==> src/rtl/uart_tx_pkg.sv <==
package uart_tx_pkg;

  typedef enum logic [1:0] {
    PAR_NONE = 2'b00,
    PAR_EVEN = 2'b01,
    PAR_ODD  = 2'b10,
    PAR_OFF  = 2'b11
  } par_mode_e;

  typedef struct packed {
    logic [1:0] char_len;
    par_mode_e  par_mode;
    logic       two_stop;
    logic       msb_first;
    logic       data_inv;
  } frame_cfg_t;

endpackage

==> src/rtl/uart_tx_holdbuf.sv <==
module uart_tx_holdbuf #(
  parameter int DATA_W = 9
) (
  input  logic              clk,
  input  logic              rst_n,
  input  logic              wr_en,
  input  logic [DATA_W-1:0] wr_data,
  input  logic              take,
  output logic              full,
  output logic [DATA_W-1:0] data
);

  logic              full_nx;
  logic [DATA_W-1:0] data_nx;

  always_comb begin
    full_nx = full;
    data_nx = data;
    if (take)  full_nx = 1'b0;
    if (wr_en) begin
      full_nx = 1'b1;
      data_nx = wr_data;
    end
  end

  always_ff @(posedge clk or negedge rst_n) begin
    if (!rst_n) begin
      full <= 1'b0;
      data <= '0;
    end else begin
      full <= full_nx;
      data <= data_nx;
    end
  end

  // a write always leaves the buffer full with the written word
  a_r2_write_fills: assert property (@(posedge clk) disable iff (!rst_n)
    wr_en |=> (full && data == $past(wr_data)));

  // a hand-off without a concurrent write frees the buffer
  a_r2_take_frees: assert property (@(posedge clk) disable iff (!rst_n)
    (take && !wr_en) |=> !full);

endmodule

==> src/rtl/uart_tx_pacer.sv <==
module uart_tx_pacer #(
  parameter int TICKS = 16
) (
  input  logic clk,
  input  logic rst_n,
  input  logic restart,
  input  logic run,
  input  logic tick,
  output logic bit_end
);

  localparam int CNT_W = (TICKS > 1) ? $clog2(TICKS) : 1;
  localparam logic [CNT_W-1:0] LAST = CNT_W'(TICKS - 1);

  logic [CNT_W-1:0] cnt, cnt_nx;
  logic             cnt_en;

  assign cnt_en  = restart || (run && tick);
  assign bit_end = run && tick && (cnt == LAST);

  always_comb begin
    cnt_nx = cnt;
    if (restart)      cnt_nx = '0;
    else if (bit_end) cnt_nx = '0;
    else if (run && tick) cnt_nx = cnt + 1'b1;
  end

  always_ff @(posedge clk or negedge rst_n) begin
    if (!rst_n)      cnt <= '0;
    else if (cnt_en) cnt <= cnt_nx;
  end

  // the count does not move between ticks
  a_r4_hold_without_tick: assert property (@(posedge clk) disable iff (!rst_n)
    (!tick && !restart) |=> $stable(cnt));

endmodule

==> src/rtl/uart_tx_shifter.sv <==
module uart_tx_shifter
  import uart_tx_pkg::*;
#(
  parameter int DATA_W = 9
) (
  input  logic              clk,
  input  logic              rst_n,
  input  logic              load,
  input  frame_cfg_t        cfg,
  input  logic [DATA_W-1:0] din,
  input  logic              bit_end,
  output logic              busy,
  output logic              line,
  output logic              done
);

  localparam int FRAME_W = DATA_W + 4;
  localparam int LEFT_W  = $clog2(FRAME_W);

  logic [FRAME_W-1:0] sh, sh_nx, frm;
  logic [LEFT_W-1:0]  left, left_nx;
  logic               busy_nx;
  logic [DATA_W-1:0]  ord;
  logic               par_en, par_bit;
  int                 nchr, total;

  // Build the complete frame from the buffered word and the captured format
  always_comb begin
    nchr    = (cfg.char_len == 2'b00) ? DATA_W - 2 :
              (cfg.char_len == 2'b01) ? DATA_W - 1 : DATA_W;
    par_en  = (cfg.par_mode == PAR_EVEN) || (cfg.par_mode == PAR_ODD);
    par_bit = (cfg.par_mode == PAR_ODD);
    ord     = '0;
    for (int i = 0; i < DATA_W; i++) begin
      if (i < nchr) par_bit = par_bit ^ din[i];
      for (int j = 0; j < DATA_W; j++) begin
        if (cfg.msb_first ? (j == nchr - 1 - i) : (j == i)) ord[i] = din[j];
      end
    end
    frm    = '1;
    frm[0] = 1'b0;
    for (int i = 0; i < DATA_W; i++) begin
      if (i < nchr) frm[1+i] = ord[i] ^ cfg.data_inv;
    end
    for (int k = DATA_W - 2; k <= DATA_W; k++) begin
      if (par_en && k == nchr) frm[1+k] = par_bit ^ cfg.data_inv;
    end
    total = 1 + nchr + (par_en ? 1 : 0) + (cfg.two_stop ? 2 : 1);
  end

  assign done = busy && bit_end && (left == '0);
  assign line = busy ? sh[0] : 1'b1;

  always_comb begin
    sh_nx   = sh;
    left_nx = left;
    busy_nx = busy;
    if (load) begin
      sh_nx   = frm;
      left_nx = LEFT_W'(total - 1);
      busy_nx = 1'b1;
    end else if (done) begin
      busy_nx = 1'b0;
    end else if (busy && bit_end) begin
      sh_nx   = {1'b1, sh[FRAME_W-1:1]};
      left_nx = left - 1'b1;
    end
  end

  always_ff @(posedge clk or negedge rst_n) begin
    if (!rst_n) begin
      sh   <= '1;
      left <= '0;
      busy <= 1'b0;
    end else begin
      sh   <= sh_nx;
      left <= left_nx;
      busy <= busy_nx;
    end
  end

  // every frame opens with a low start bit
  a_r4_start_low: assert property (@(posedge clk) disable iff (!rst_n)
    $rose(busy) |-> (line == 1'b0));

  // the bit sent just before returning to idle is a true stop bit
  a_r7_stop_high: assert property (@(posedge clk) disable iff (!rst_n)
    $fell(busy) |-> $past(line));

endmodule

==> src/rtl/uart_tx_core.sv <==
module uart_tx_core
  import uart_tx_pkg::*;
#(
  parameter int DATA_W = 9,
  parameter int TICKS  = 16
) (
  input  logic              clk,
  input  logic              rst_n,
  input  logic              tick_16x,
  input  logic              wr_en,
  input  logic [DATA_W-1:0] wr_data,
  input  logic              tx_enable,
  input  logic              cts_gate_en,
  input  logic              cts_n,
  input  logic [1:0]        char_len,
  input  logic [1:0]        parity_mode,
  input  logic              two_stop,
  input  logic              msb_first,
  input  logic              data_invert,
  input  logic              pin_invert,
  input  logic              irq_on_done,
  output logic              tx_out,
  output logic              buf_empty,
  output logic              busy,
  output logic              irq
);

  logic [1:0]        rst_pipe;
  logic              rst_sync_n;
  logic              hb_full, load, bit_end, done, line, irq_nx;
  logic [DATA_W-1:0] hb_data;
  frame_cfg_t        cfg;

  always_ff @(posedge clk or negedge rst_n) begin
    if (!rst_n) rst_pipe <= 2'b00;
    else        rst_pipe <= {rst_pipe[0], 1'b1};
  end
  assign rst_sync_n = rst_pipe[1];

  assign cfg  = '{char_len:  char_len,
                  par_mode:  par_mode_e'(parity_mode),
                  two_stop:  two_stop,
                  msb_first: msb_first,
                  data_inv:  data_invert};
  assign load = !busy && hb_full && tx_enable && (!cts_gate_en || !cts_n);

  uart_tx_holdbuf #(.DATA_W(DATA_W)) u_buf (
    .clk(clk), .rst_n(rst_sync_n), .wr_en(wr_en), .wr_data(wr_data),
    .take(load), .full(hb_full), .data(hb_data)
  );

  uart_tx_pacer #(.TICKS(TICKS)) u_pace (
    .clk(clk), .rst_n(rst_sync_n), .restart(load), .run(busy),
    .tick(tick_16x), .bit_end(bit_end)
  );

  uart_tx_shifter #(.DATA_W(DATA_W)) u_shf (
    .clk(clk), .rst_n(rst_sync_n), .load(load), .cfg(cfg), .din(hb_data),
    .bit_end(bit_end), .busy(busy), .line(line), .done(done)
  );

  assign irq_nx = irq_on_done ? done : load;

  always_ff @(posedge clk or negedge rst_sync_n) begin
    if (!rst_sync_n) irq <= 1'b0;
    else             irq <= irq_nx;
  end

  assign tx_out    = line ^ pin_invert;
  assign buf_empty = !hb_full;

  // a frame only starts when enabled and clear to send
  a_r3_start_gate: assert property (@(posedge clk) disable iff (!rst_sync_n)
    $rose(busy) |-> ($past(tx_enable) && (!$past(cts_gate_en) || !$past(cts_n))));

  // interrupt is a single-cycle pulse
  a_r9_irq_single: assert property (@(posedge clk) disable iff (!rst_sync_n)
    irq |=> !irq);

  // done mode pulses as the frame ends, empty mode as it begins
  a_r9_irq_done_edge: assert property (@(posedge clk) disable iff (!rst_sync_n)
    (irq && $past(irq_on_done)) |-> $fell(busy));
  a_r9_irq_empty_edge: assert property (@(posedge clk) disable iff (!rst_sync_n)
    (irq && !$past(irq_on_done)) |-> $rose(busy));

  // idle line sits at mark, flipped by the pin polarity option
  a_r8_idle_level: assert property (@(posedge clk) disable iff (!rst_sync_n)
    !busy |-> (tx_out == !pin_invert));

endmodule

==> config.mk <==
export PLATFORM = sky130hd
export DESIGN_NAME = uart_tx_core
export DESIGN_NICKNAME = d
export VERILOG_FILES = /design/src/rtl/uart_tx_pkg.sv /design/src/rtl/uart_tx_holdbuf.sv /design/src/rtl/uart_tx_pacer.sv /design/src/rtl/uart_tx_shifter.sv /design/src/rtl/uart_tx_core.sv
export SDC_FILE = /design/constraint.sdc
export NUM_CORES = 1
export LEC_CHECK = 0
export ABC_AREA = 1
export BUFFER_PORTS_ARGS = -buffer_cell sky130_fd_sc_hd__buf_2
export CAP_MARGIN = 0
export CELL_PAD_IN_SITES_DETAIL_PLACEMENT = 0
export CELL_PAD_IN_SITES_GLOBAL_PLACEMENT = 2
export CORE_MARGIN = 1
export CORE_UTILIZATION = 35
export CTS_CLUSTER_DIAMETER = 200
export DETAILED_ROUTE_END_ITERATION = 6
export PLACE_DENSITY = 0.85
export SETUP_SLACK_MARGIN = 0.02
export SYNTH_ARGS = -nofsm -noshare
export SYNTH_HDL_FRONTEND = slang
export SYNTH_SLANG_ARGS = --single-unit
==> constraint.sdc <==
create_clock -name clk -period 1.55 [get_ports clk]
set_input_delay 0 -clock clk [delete_from_list [all_inputs] [get_ports clk]]
set_output_delay 0 -clock clk [all_outputs]
set_load 0.005 [all_outputs]
==> run_summary.xml, run 1 <==
<?xml version="1.0" encoding="UTF-8"?>
<metrics>
  <group name="power">
    <metric name="power.net_switching" unit="mW">1.08</metric>
    <metric name="power_switching_share" unit="%">35.0</metric>
    <metric name="p_seq_share" unit="%">43.9</metric>
    <metric name="power_frac_comb" unit="%">35.2</metric>
    <metric name="pwr-share-clk" unit="%">20.9</metric>
    <metric name="total_leakage_power" unit="nW">1.45</metric>
    <metric name="cellInternalPower" unit="mW">2.02</metric>
    <metric name="ir_drop" unit="uV">462</metric>
    <metric name="p_per_area" unit="mW/mm^2">1100</metric>
  </group>
  <group name="setup_path">
    <metric name="regToRegSetupSlack" unit="ns">0.13</metric>
    <metric name="crit_required" unit="ns">1.77</metric>
    <metric name="timing.setup.critical_path_class" unit="">reg2reg</metric>
    <metric name="worstPathMaxFanout" unit="">11</metric>
    <metric name="critical_path_arrival" unit="ns">1.64</metric>
    <metric name="startpoint_type" unit="">register</metric>
    <metric name="setup.worst_path.end_class" unit="">register</metric>
  </group>
  <group name="sta">
    <metric name="rsz0062_at_grt" unit="">yes</metric>
    <metric name="report.final.setup_viol" unit="">0</metric>
    <metric name="finalHoldViolations" unit="">0</metric>
    <metric name="slew_limit_fails" unit="">0</metric>
    <metric name="finalCriticalPeriod" unit="ns">1.42</metric>
    <metric name="finClkSkew" unit="ns">0.00558</metric>
    <metric name="fin_hold_ws" unit="ns">0.0166</metric>
    <metric name="clock.fmax" unit="GHz">0.703</metric>
    <metric name="post-route-period-util" unit="%">91.8</metric>
    <metric name="postLayoutSetupSlackWorst" unit="ns">0.127</metric>
  </group>
  <group name="clock_tree">
    <metric name="cts_buffer_depth" unit="">2</metric>
    <metric name="cts_htree_levels" unit="">2</metric>
    <metric name="cts.root.buffer_cell" unit="">clkbuf_8</metric>
    <metric name="clock_insertion_delay_worst_skew" unit="ns">0.29</metric>
    <metric name="tritoncts" unit="">yes</metric>
    <metric name="cts_num_sinks" unit="">33</metric>
    <metric name="cts.clk_slew.worst_paths" unit="ns">0.07</metric>
    <metric name="clock_buffer_count_from_cts" unit="">5</metric>
  </group>
  <group name="synth">
    <metric name="synth-compound-area-share" unit="%">16.2</metric>
    <metric name="post_synth.cell_area_avg" unit="um^2">7.39</metric>
    <metric name="async_reset_ff_share" unit="%">100</metric>
    <metric name="syn_area" unit="mm^2">0.00222</metric>
    <metric name="synth-warning-count" unit="">0</metric>
    <metric name="yosys.area_share.xor_xnor" unit="%">4.73</metric>
    <metric name="synthesis.instances" unit="">301</metric>
    <metric name="synth-edff-count" unit="">0</metric>
    <metric name="ys_types" unit="">34</metric>
    <metric name="post_synthesis_sequential_element_count" unit="">33</metric>
    <metric name="synth-simple-area-share" unit="%">24.1</metric>
    <metric name="largest_family_of_logic_cells_by_synthesized_area" unit="">simple AND/OR/NAND/NOR gates</metric>
    <metric name="syn_nets" unit="">335</metric>
    <metric name="yosys-mux-area-fraction" unit="%">0</metric>
    <metric name="synthAdderAreaFrac" unit="%">5.74</metric>
    <metric name="synth_sequential_area_ratio" unit="%">37.8</metric>
    <metric name="yosys_most_used_dff" unit="">dfrtp_1</metric>
  </group>
  <group name="detailed_routing">
    <metric name="drt-total-wl" unit="mm">5.37</metric>
    <metric name="wl_per_cell" unit="um">12.3</metric>
    <metric name="iteration_0_drc_markers" unit="">68</metric>
    <metric name="drc" unit="">0</metric>
    <metric name="route.detailed.vias_per_inst" unit="">4.65</metric>
    <metric name="initial_drt_pass_iterations" unit="">4</metric>
    <metric name="vias" unit="">2034</metric>
    <metric name="ant_nets" unit="">0</metric>
  </group>
  <group name="die">
    <metric name="die_h" unit="um">81.7</metric>
    <metric name="die_width" unit="um">81.7</metric>
    <metric name="initial_utilization" unit="%">36.9</metric>
    <metric name="floorplan.core_area" unit="mm^2">0.00603</metric>
    <metric name="placement_rows" unit="">28</metric>
    <metric name="io_pins" unit="">29</metric>
    <metric name="floorplan.die_area" unit="mm^2">0.00667</metric>
  </group>
  <group name="global_routing">
    <metric name="global_route.usage.met3" unit="%">3.78</metric>
    <metric name="grt_most_used_layer" unit="">met2</metric>
    <metric name="number_of_antenna_violations_at_the_first_check_in_global_routing" unit="">0</metric>
    <metric name="via_count_of_the_first_global_routing_pass" unit="">1903</metric>
    <metric name="maximum_number_of_pins_on_one_net_before_global_route_repair" unit="">32</metric>
    <metric name="all_layer_gr_usage" unit="%">18.1</metric>
    <metric name="grt_util_met2" unit="%">29.3</metric>
    <metric name="grt.overflow.total" unit="">0</metric>
    <metric name="global_route.usage.met1" unit="%">23.7</metric>
    <metric name="grt_first_pass_wirelength" unit="mm">8.83</metric>
  </group>
  <group name="placed_design">
    <metric name="place_inst" unit="">409</metric>
    <metric name="post-dp-hpwl" unit="mm">3.98</metric>
    <metric name="place_congestion" unit="">0.804</metric>
    <metric name="port_buffers" unit="">28</metric>
    <metric name="detailedPlace.worstSlack" unit="ns">-0.101</metric>
  </group>
  <group name="finish">
    <metric name="final_cells" unit="">437</metric>
    <metric name="final_net_count" unit="">395</metric>
    <metric name="n_antenna_cell" unit="">0</metric>
    <metric name="synthToLayoutAreaGrowth" unit="%">27.2</metric>
    <metric name="post_route_cells_drive_above_1_share" unit="%">28.5</metric>
  </group>
  <group name="hold_path">
    <metric name="holdCritPathClass" unit="">in2async</metric>
  </group>
  <group name="outcome">
    <metric name="run_status" unit="">finished, final reports clean</metric>
  </group>
  <group name="flow_run">
    <metric name="max-cap-violations" unit="">0</metric>
  </group>
</metrics>
[worst paths after layout]
kind                                            from                   endpoint  cells after the start
min in group clk                            tick_16x  u_pace.cnt[1]$_DFFE_PN0P_                      4
max in group asynchronous      rst_pipe[1]$_DFF_PN0_    u_shf.sh[0]$_DFFE_PN1P_                      1
hold reg to reg                rst_pipe[1]$_DFF_PN0_  u_shf.left[3]$_DFFE_PN0P_                      1
setup reg to reg           u_shf.left[0]$_DFFE_PN0P_    u_shf.sh[2]$_DFFE_PN1P_                      8
hold / removal                                 rst_n      rst_pipe[0]$_DFF_PN0_                      2
setup / recovery           u_shf.left[0]$_DFFE_PN0P_    u_shf.sh[2]$_DFFE_PN1P_                      8
[cells by family after synthesis]
kind of cell,count (synthesis)
and+or+nand+nor,123
buffers and inverters,58
xor gates and xnor gates,12
adders and majority gates,9
DFF,33
AOI/OAI and AO/OA,65
other,1
[synth_stat cells (3+ instances only)]
cell	instances	area [um^2]
buf_2	5	25.0
o211ai_1	3	22.5
a21oi_1	5	25.0
nor2_1	19	71.3
dfstp_2	11	289
nand2_2	4	25.0
o22ai_1	5	31.3
o21ai_1	4	20.0
nand2_1	75	282
xor2_1	10	87.6
nand3_1	16	80.1
o21ai_0	41	205
clkbuf_1	3	11.3
dfrtp_1	22	551
inv_1	42	158
inv_2	3	11.3
ha_1	7	87.6
[cell usage in the layout, fill, tap and decap left out, types with 2 or more instances in the layout]
master	count
xnor2_1	2
nor2_4	2
nand2_2	7
buf_4	24
o211ai_1	3
o22ai_1	5
o21ai_2	2
xor2_1	10
o21ai_0	38
dfstp_2	11
ha_1	6
clkbuf_8	5
nand3_1	15
nand2_4	3
nand2_1	71
nor2_1	19
buf_2	28
dfrtp_1	18
dlygate4sd3_1	11
o21ai_1	7
clkinv_2	2
o21bai_1	2
inv_2	8
a22oi_1	2
nand4_1	2
inv_1	37
fa_1	2
dfrtp_2	4
a21oi_1	5
[routing by layer]
layer  routed length, um  share of wire [%]  up-vias
met5                   0                  0        -
met4                  74                1.4        0
met3                 154                2.9        5
met2                2480                 46       31
met1                2660                 49      922
li1                    -                  -     1076
[per-stage QoR]
stage	instance area [um^2]	total power [mW]	TNS [ns]	utilization, %
after floorplan	2240	2.09	0	-
after detailed placement	2540	2.39	-0.171	42.1
after global routing	2830	3.38	-0.0440	46.9
after global placement	2540	2.37	-0.109	42.1
final	2830	3.10	0	46.9
after CTS	2730	3.08	0	45.3
[power groups by stage]
stage / clock, mW / sequential (mW) / combinational [mW]
floorplan: 0 / 1.36 / 0.730
global placement: 0 / 1.36 / 1.00
detailed placement: 0 / 1.38 / 1.01
CTS: 0.685 / 1.36 / 1.04
global route: 0.721 / 1.39 / 1.27
finish: 0.648 / 1.36 / 1.09
[state kept, by name, indices dropped and copies added, names as in the netlist]
signal	count
u_shf.sh	11
u_buf.data	9
u_pace.cnt	4
u_shf.left	4
rst_pipe	2
irq	1
u_buf.full	1
u_shf.busy	1
[timing repair]
action | in CTS | in global routing
hold buffers | 11 | 0
pin swaps | 1 | 7
resized for setup | 0 | 19
setup buffers | 0 | 9
endpoints found under the setup margin | 1 | 12
endpoints found under the hold margin | 12 | 0
[area by class of cell]
| class | count | area (um^2) |
|---|---|---|
| tap | 75 | 93.8 |
| sequential | 33 | 845 |
| fill | 626 | 3200 |
| clock buffer | 6 | 72.6 |
| clock inverter | 2 | 10.0 |
| timing repair buffer | 64 | 450 |
| multi-input combinational | 210 | 1170 |
| inverter | 47 | 184 |
[critical path: stages (launching register included)]
cell      delay [ns]
dfrtp_1         0.38
inv_2           0.06
ha_1            0.18
nand3_1         0.13
nand3_2         0.10
nand2_2         0.09
buf_4           0.18
o22ai_1         0.07
o21bai_1        0.15
Power figures use the tool's default switching activity.
==> run 2, diff against run 1 <==
Settings changed: ABC_AREA 1 to 0, CORE_UTILIZATION 35 to 39, PLACE_DENSITY 0.85 to 0.86.
==> run 2 against run 1 <==
Effect of this change: the run now ends with negative setup slack left; flip-flop and latch count is the same; fmax shrank 19%; critical path depth is the same.
==> run_summary.xml, run 2 <==
<?xml version="1.0" encoding="UTF-8"?>
<metrics>
  <group name="synth">
    <metric name="post_synthesis_sequential_element_count" unit="">33</metric>
    <metric name="async_reset_ff_share" unit="%">100</metric>
    <metric name="post-synth-top-area-cell" unit="">dfrtp_1</metric>
    <metric name="synth-edff-count" unit="">0</metric>
    <metric name="post_synth_main_area_contributors" unit="">dfrtp_1 (26%), dfstp_2 (14%), mux2i_1 (9.0%)</metric>
    <metric name="yosys_most_used_dff" unit="">dfrtp_1</metric>
    <metric name="synth_common_cells" unit="">nand2_1 (24), dfrtp_1 (22), mux2i_1 (19), xnor2_1 (19), o21ai_0 (16)</metric>
    <metric name="most_common_cell_in_the_netlist" unit="">nand2_1</metric>
    <metric name="syn_nets" unit="">250</metric>
    <metric name="synth_sequential_area_ratio" unit="%">39.6</metric>
    <metric name="synthesis.instances" unit="">216</metric>
    <metric name="syn_area" unit="mm^2">0.00212</metric>
    <metric name="post_synth.cell_area_avg" unit="um^2">9.81</metric>
    <metric name="synth-warning-count" unit="">0</metric>
    <metric name="ys_types" unit="">41</metric>
    <metric name="synth_top_area_share" unit="%">26.0</metric>
  </group>
  <group name="finish">
    <metric name="largest_registers_ranked_by_flip_flop_count" unit="">u_shf.sh x11, u_buf.data x9</metric>
    <metric name="n_antenna_cell" unit="">0</metric>
    <metric name="synthToLayoutAreaGrowth" unit="%">34.1</metric>
    <metric name="final_cell_mix" unit="">buf_4 (30), buf_2 (28), nand2_1 (24)</metric>
    <metric name="finish.utilization" unit="%">55.0</metric>
    <metric name="final_net_count" unit="">318</metric>
    <metric name="fill_cells" unit="">457</metric>
    <metric name="final_cells" unit="">355</metric>
    <metric name="post_route_cells_drive_above_1_share" unit="%">39.6</metric>
    <metric name="layout.cells.most_common" unit="">buf_4</metric>
    <metric name="largest_reg_flops" unit="">11</metric>
    <metric name="largest-register" unit="">u_shf.sh</metric>
  </group>
  <group name="power">
    <metric name="ir_drop" unit="uV">568</metric>
    <metric name="pwr-share-clk" unit="%">18.9</metric>
    <metric name="cellInternalPower" unit="mW">2.27</metric>
    <metric name="power_switching_share" unit="%">32.9</metric>
    <metric name="power.net_switching" unit="mW">1.11</metric>
    <metric name="total_leakage_power" unit="nW">1.34</metric>
    <metric name="power_frac_comb" unit="%">40.3</metric>
    <metric name="p_per_area" unit="mW/mm^2">1190</metric>
    <metric name="p_seq_share" unit="%">40.8</metric>
  </group>
  <group name="clock_tree">
    <metric name="clock_insertion_delay_worst_skew" unit="ns">0.29</metric>
    <metric name="cts.root.buffer_cell" unit="">clkbuf_8</metric>
    <metric name="cts_htree_levels" unit="">2</metric>
    <metric name="cts_buffer_depth" unit="">2</metric>
    <metric name="cts.clk_slew.worst_paths" unit="ns">0.07</metric>
    <metric name="cts_num_sinks" unit="">33</metric>
    <metric name="tritoncts" unit="">yes</metric>
    <metric name="clock_buffer_count_from_cts" unit="">5</metric>
  </group>
  <group name="sta">
    <metric name="report.final.setup_viol" unit="">13</metric>
    <metric name="rsz0062_at_grt" unit="">yes</metric>
    <metric name="postLayoutSetupSlackWorst" unit="ns">-0.200</metric>
    <metric name="finClkSkew" unit="ns">0.00528</metric>
    <metric name="slew_limit_fails" unit="">0</metric>
    <metric name="clock.fmax" unit="GHz">0.572</metric>
    <metric name="finalHoldViolations" unit="">0</metric>
    <metric name="post-route-period-util" unit="%">113</metric>
    <metric name="timing.setup.tns" unit="ns">-1.28</metric>
    <metric name="finalCriticalPeriod" unit="ns">1.75</metric>
  </group>
  <group name="setup_path">
    <metric name="regToRegSetupSlack" unit="ns">-0.20</metric>
    <metric name="startpoint_type" unit="">register</metric>
    <metric name="critical_path_arrival" unit="ns">1.92</metric>
    <metric name="ff_to_ff_end" unit="">u_shf.left[3]$_DFFE_PN0P_</metric>
    <metric name="setup.worst_path.end_class" unit="">register</metric>
    <metric name="critical_path.reg2reg.startpoint" unit="">u_shf.left[0]$_DFFE_PN0P_</metric>
    <metric name="timing.setup.critical_path_class" unit="">reg2reg</metric>
    <metric name="worst-r2r-cell-count" unit="">8</metric>
    <metric name="worstPathMaxFanout" unit="">4</metric>
    <metric name="crit_required" unit="ns">1.72</metric>
  </group>
  <group name="outcome">
    <metric name="run_status" unit="">finished, violations left</metric>
    <metric name="failing_checks" unit="">negative setup slack</metric>
  </group>
  <group name="detailed_routing">
    <metric name="initial_drt_pass_iterations" unit="">4</metric>
    <metric name="route.detailed.vias_per_inst" unit="">4.82</metric>
    <metric name="drc" unit="">0</metric>
    <metric name="vias" unit="">1711</metric>
    <metric name="wl_per_cell" unit="um">12.6</metric>
    <metric name="drt-total-wl" unit="mm">4.49</metric>
    <metric name="iteration_0_drc_markers" unit="">32</metric>
    <metric name="ant_nets" unit="">0</metric>
  </group>
  <group name="flow_run">
    <metric name="max-cap-violations" unit="">0</metric>
  </group>
  <group name="global_routing">
    <metric name="via_count_of_the_first_global_routing_pass" unit="">1696</metric>
    <metric name="all_layer_gr_usage" unit="%">18.7</metric>
    <metric name="grt.overflow.total" unit="">0</metric>
    <metric name="maximum_number_of_pins_on_one_net_before_global_route_repair" unit="">32</metric>
    <metric name="number_of_antenna_violations_at_the_first_check_in_global_routing" unit="">0</metric>
    <metric name="grt_first_pass_wirelength" unit="mm">7.87</metric>
  </group>
  <group name="die">
    <metric name="placement_rows" unit="">26</metric>
    <metric name="floorplan.core_area" unit="mm^2">0.00517</metric>
    <metric name="initial_utilization" unit="%">41.0</metric>
    <metric name="io_pins" unit="">29</metric>
    <metric name="die_h" unit="um">75.7</metric>
    <metric name="die_width" unit="um">75.7</metric>
    <metric name="floorplan.die_area" unit="mm^2">0.00573</metric>
  </group>
  <group name="placed_design">
    <metric name="place_inst" unit="">333</metric>
    <metric name="port_buffers" unit="">28</metric>
    <metric name="detailedPlace.worstSlack" unit="ns">-0.187</metric>
    <metric name="place_congestion" unit="">0.815</metric>
    <metric name="post-dp-hpwl" unit="mm">3.25</metric>
  </group>
  <group name="hold_path">
    <metric name="holdCritPathClass" unit="">in2async</metric>
  </group>
</metrics>
==> run 2: worst max path at each step <==
stage / endpoint / startpoint / depth (start not counted) / slack (ns)
global route: u_shf.left[3]$_DFFE_PN0P_ / u_shf.left[1]$_DFFE_PN0P_ / 8 / -0.28
global placement: u_shf.left[3]$_DFFE_PN0P_ / u_shf.left[0]$_DFFE_PN0P_ / 8 / -0.15
finish: u_shf.left[3]$_DFFE_PN0P_ / u_shf.left[0]$_DFFE_PN0P_ / 8 / -0.20
detailed placement: u_shf.left[3]$_DFFE_PN0P_ / u_shf.left[1]$_DFFE_PN0P_ / 8 / -0.19
CTS: u_shf.left[3]$_DFFE_PN0P_ / u_shf.left[1]$_DFFE_PN0P_ / 8 / -0.18
floorplan: u_shf.left[3]$_DFFE_PN0P_ / u_shf.left[1]$_DFFE_PN0P_ / 8 / -0.19
==> run 2: repair_timing <==
action,CTS,global route
hold buffers,11,0
setup endpoints to repair,14,15
pin swaps,3,4
gates resized for setup,16,3
setup buffers,2,1
hold endpoints to repair,12,0
==> run 2: cells by family after synthesis <==
group | synth area share (%)
buf+inv | 5.37
fa+ha+maj | 6.02
mux | 14.3
simple gates | 13.1
other cells | 0.177
xor+xnor | 9.92
flops | 39.6
compound gates | 11.5
==> run 2: metrics by stage <==
stage / area [um^2] / total power, mW / hold WS [ns]
3_3_place_gp: 2550 / 2.58 / -0.214
4_1_cts: 2820 / 3.39 / 0.0147
6_report: 2840 / 3.38 / 0.0188
5_1_grt: 2840 / 3.65 / 0.0178
3_5_place_dp: 2550 / 2.60 / -0.213
2_1_floorplan: 2130 / 2.12 / -0.296
==> run 2: cell type report <==
| class | instances | area [um^2] | share of cell area, % |
|---|---|---|---|
| Clock buffer | 5 | 68.8 | 2.42 |
| Sequential cell | 33 | 840 | 29.5 |
| Timing Repair Buffer | 74 | 549 | 19.3 |
| Multi-Input combinational cell | 158 | 1230 | 43.4 |
| Inverter | 12 | 45.0 | 1.58 |
| Clock inverter | 3 | 17.5 | 0.616 |
| Tap cell | 70 | 87.6 | 3.08 |
==> run 2: power groups by stage <==
stage / Sequential (mW) / Combinational, mW / Clock [mW]
3_5_place_dp: 1.38 / 1.22 / 0
2_1_floorplan: 1.42 / 0.701 / 0
6_report: 1.38 / 1.36 / 0.639
4_1_cts: 1.38 / 1.34 / 0.669
5_1_grt: 1.42 / 1.52 / 0.718
3_3_place_gp: 1.38 / 1.20 / 0
==> run 2: worst max-delay path, cell delays in order (launching register included) <==
cell	delay, ns
dfrtp_1	0.37
inv_2	0.06
ha_4	0.15
nor3b_4	0.15
or3_4	0.38
buf_6	0.14
nor4_4	0.15
xnor2_1	0.15
a21oi_1	0.08
==> run 2: metal layers <==
| layer | part of all wire, % | routed length, um | GRT usage (%) |
|---|---|---|---|
| met1 | 45 | 2010 | 22.4 |
| met3 | 2.4 | 107 | 3.57 |
| met2 | 51 | 2290 | 33.0 |
| met4 | 1.7 | 75 | 7.41 |
| met5 | 0 | 0 | 0 |
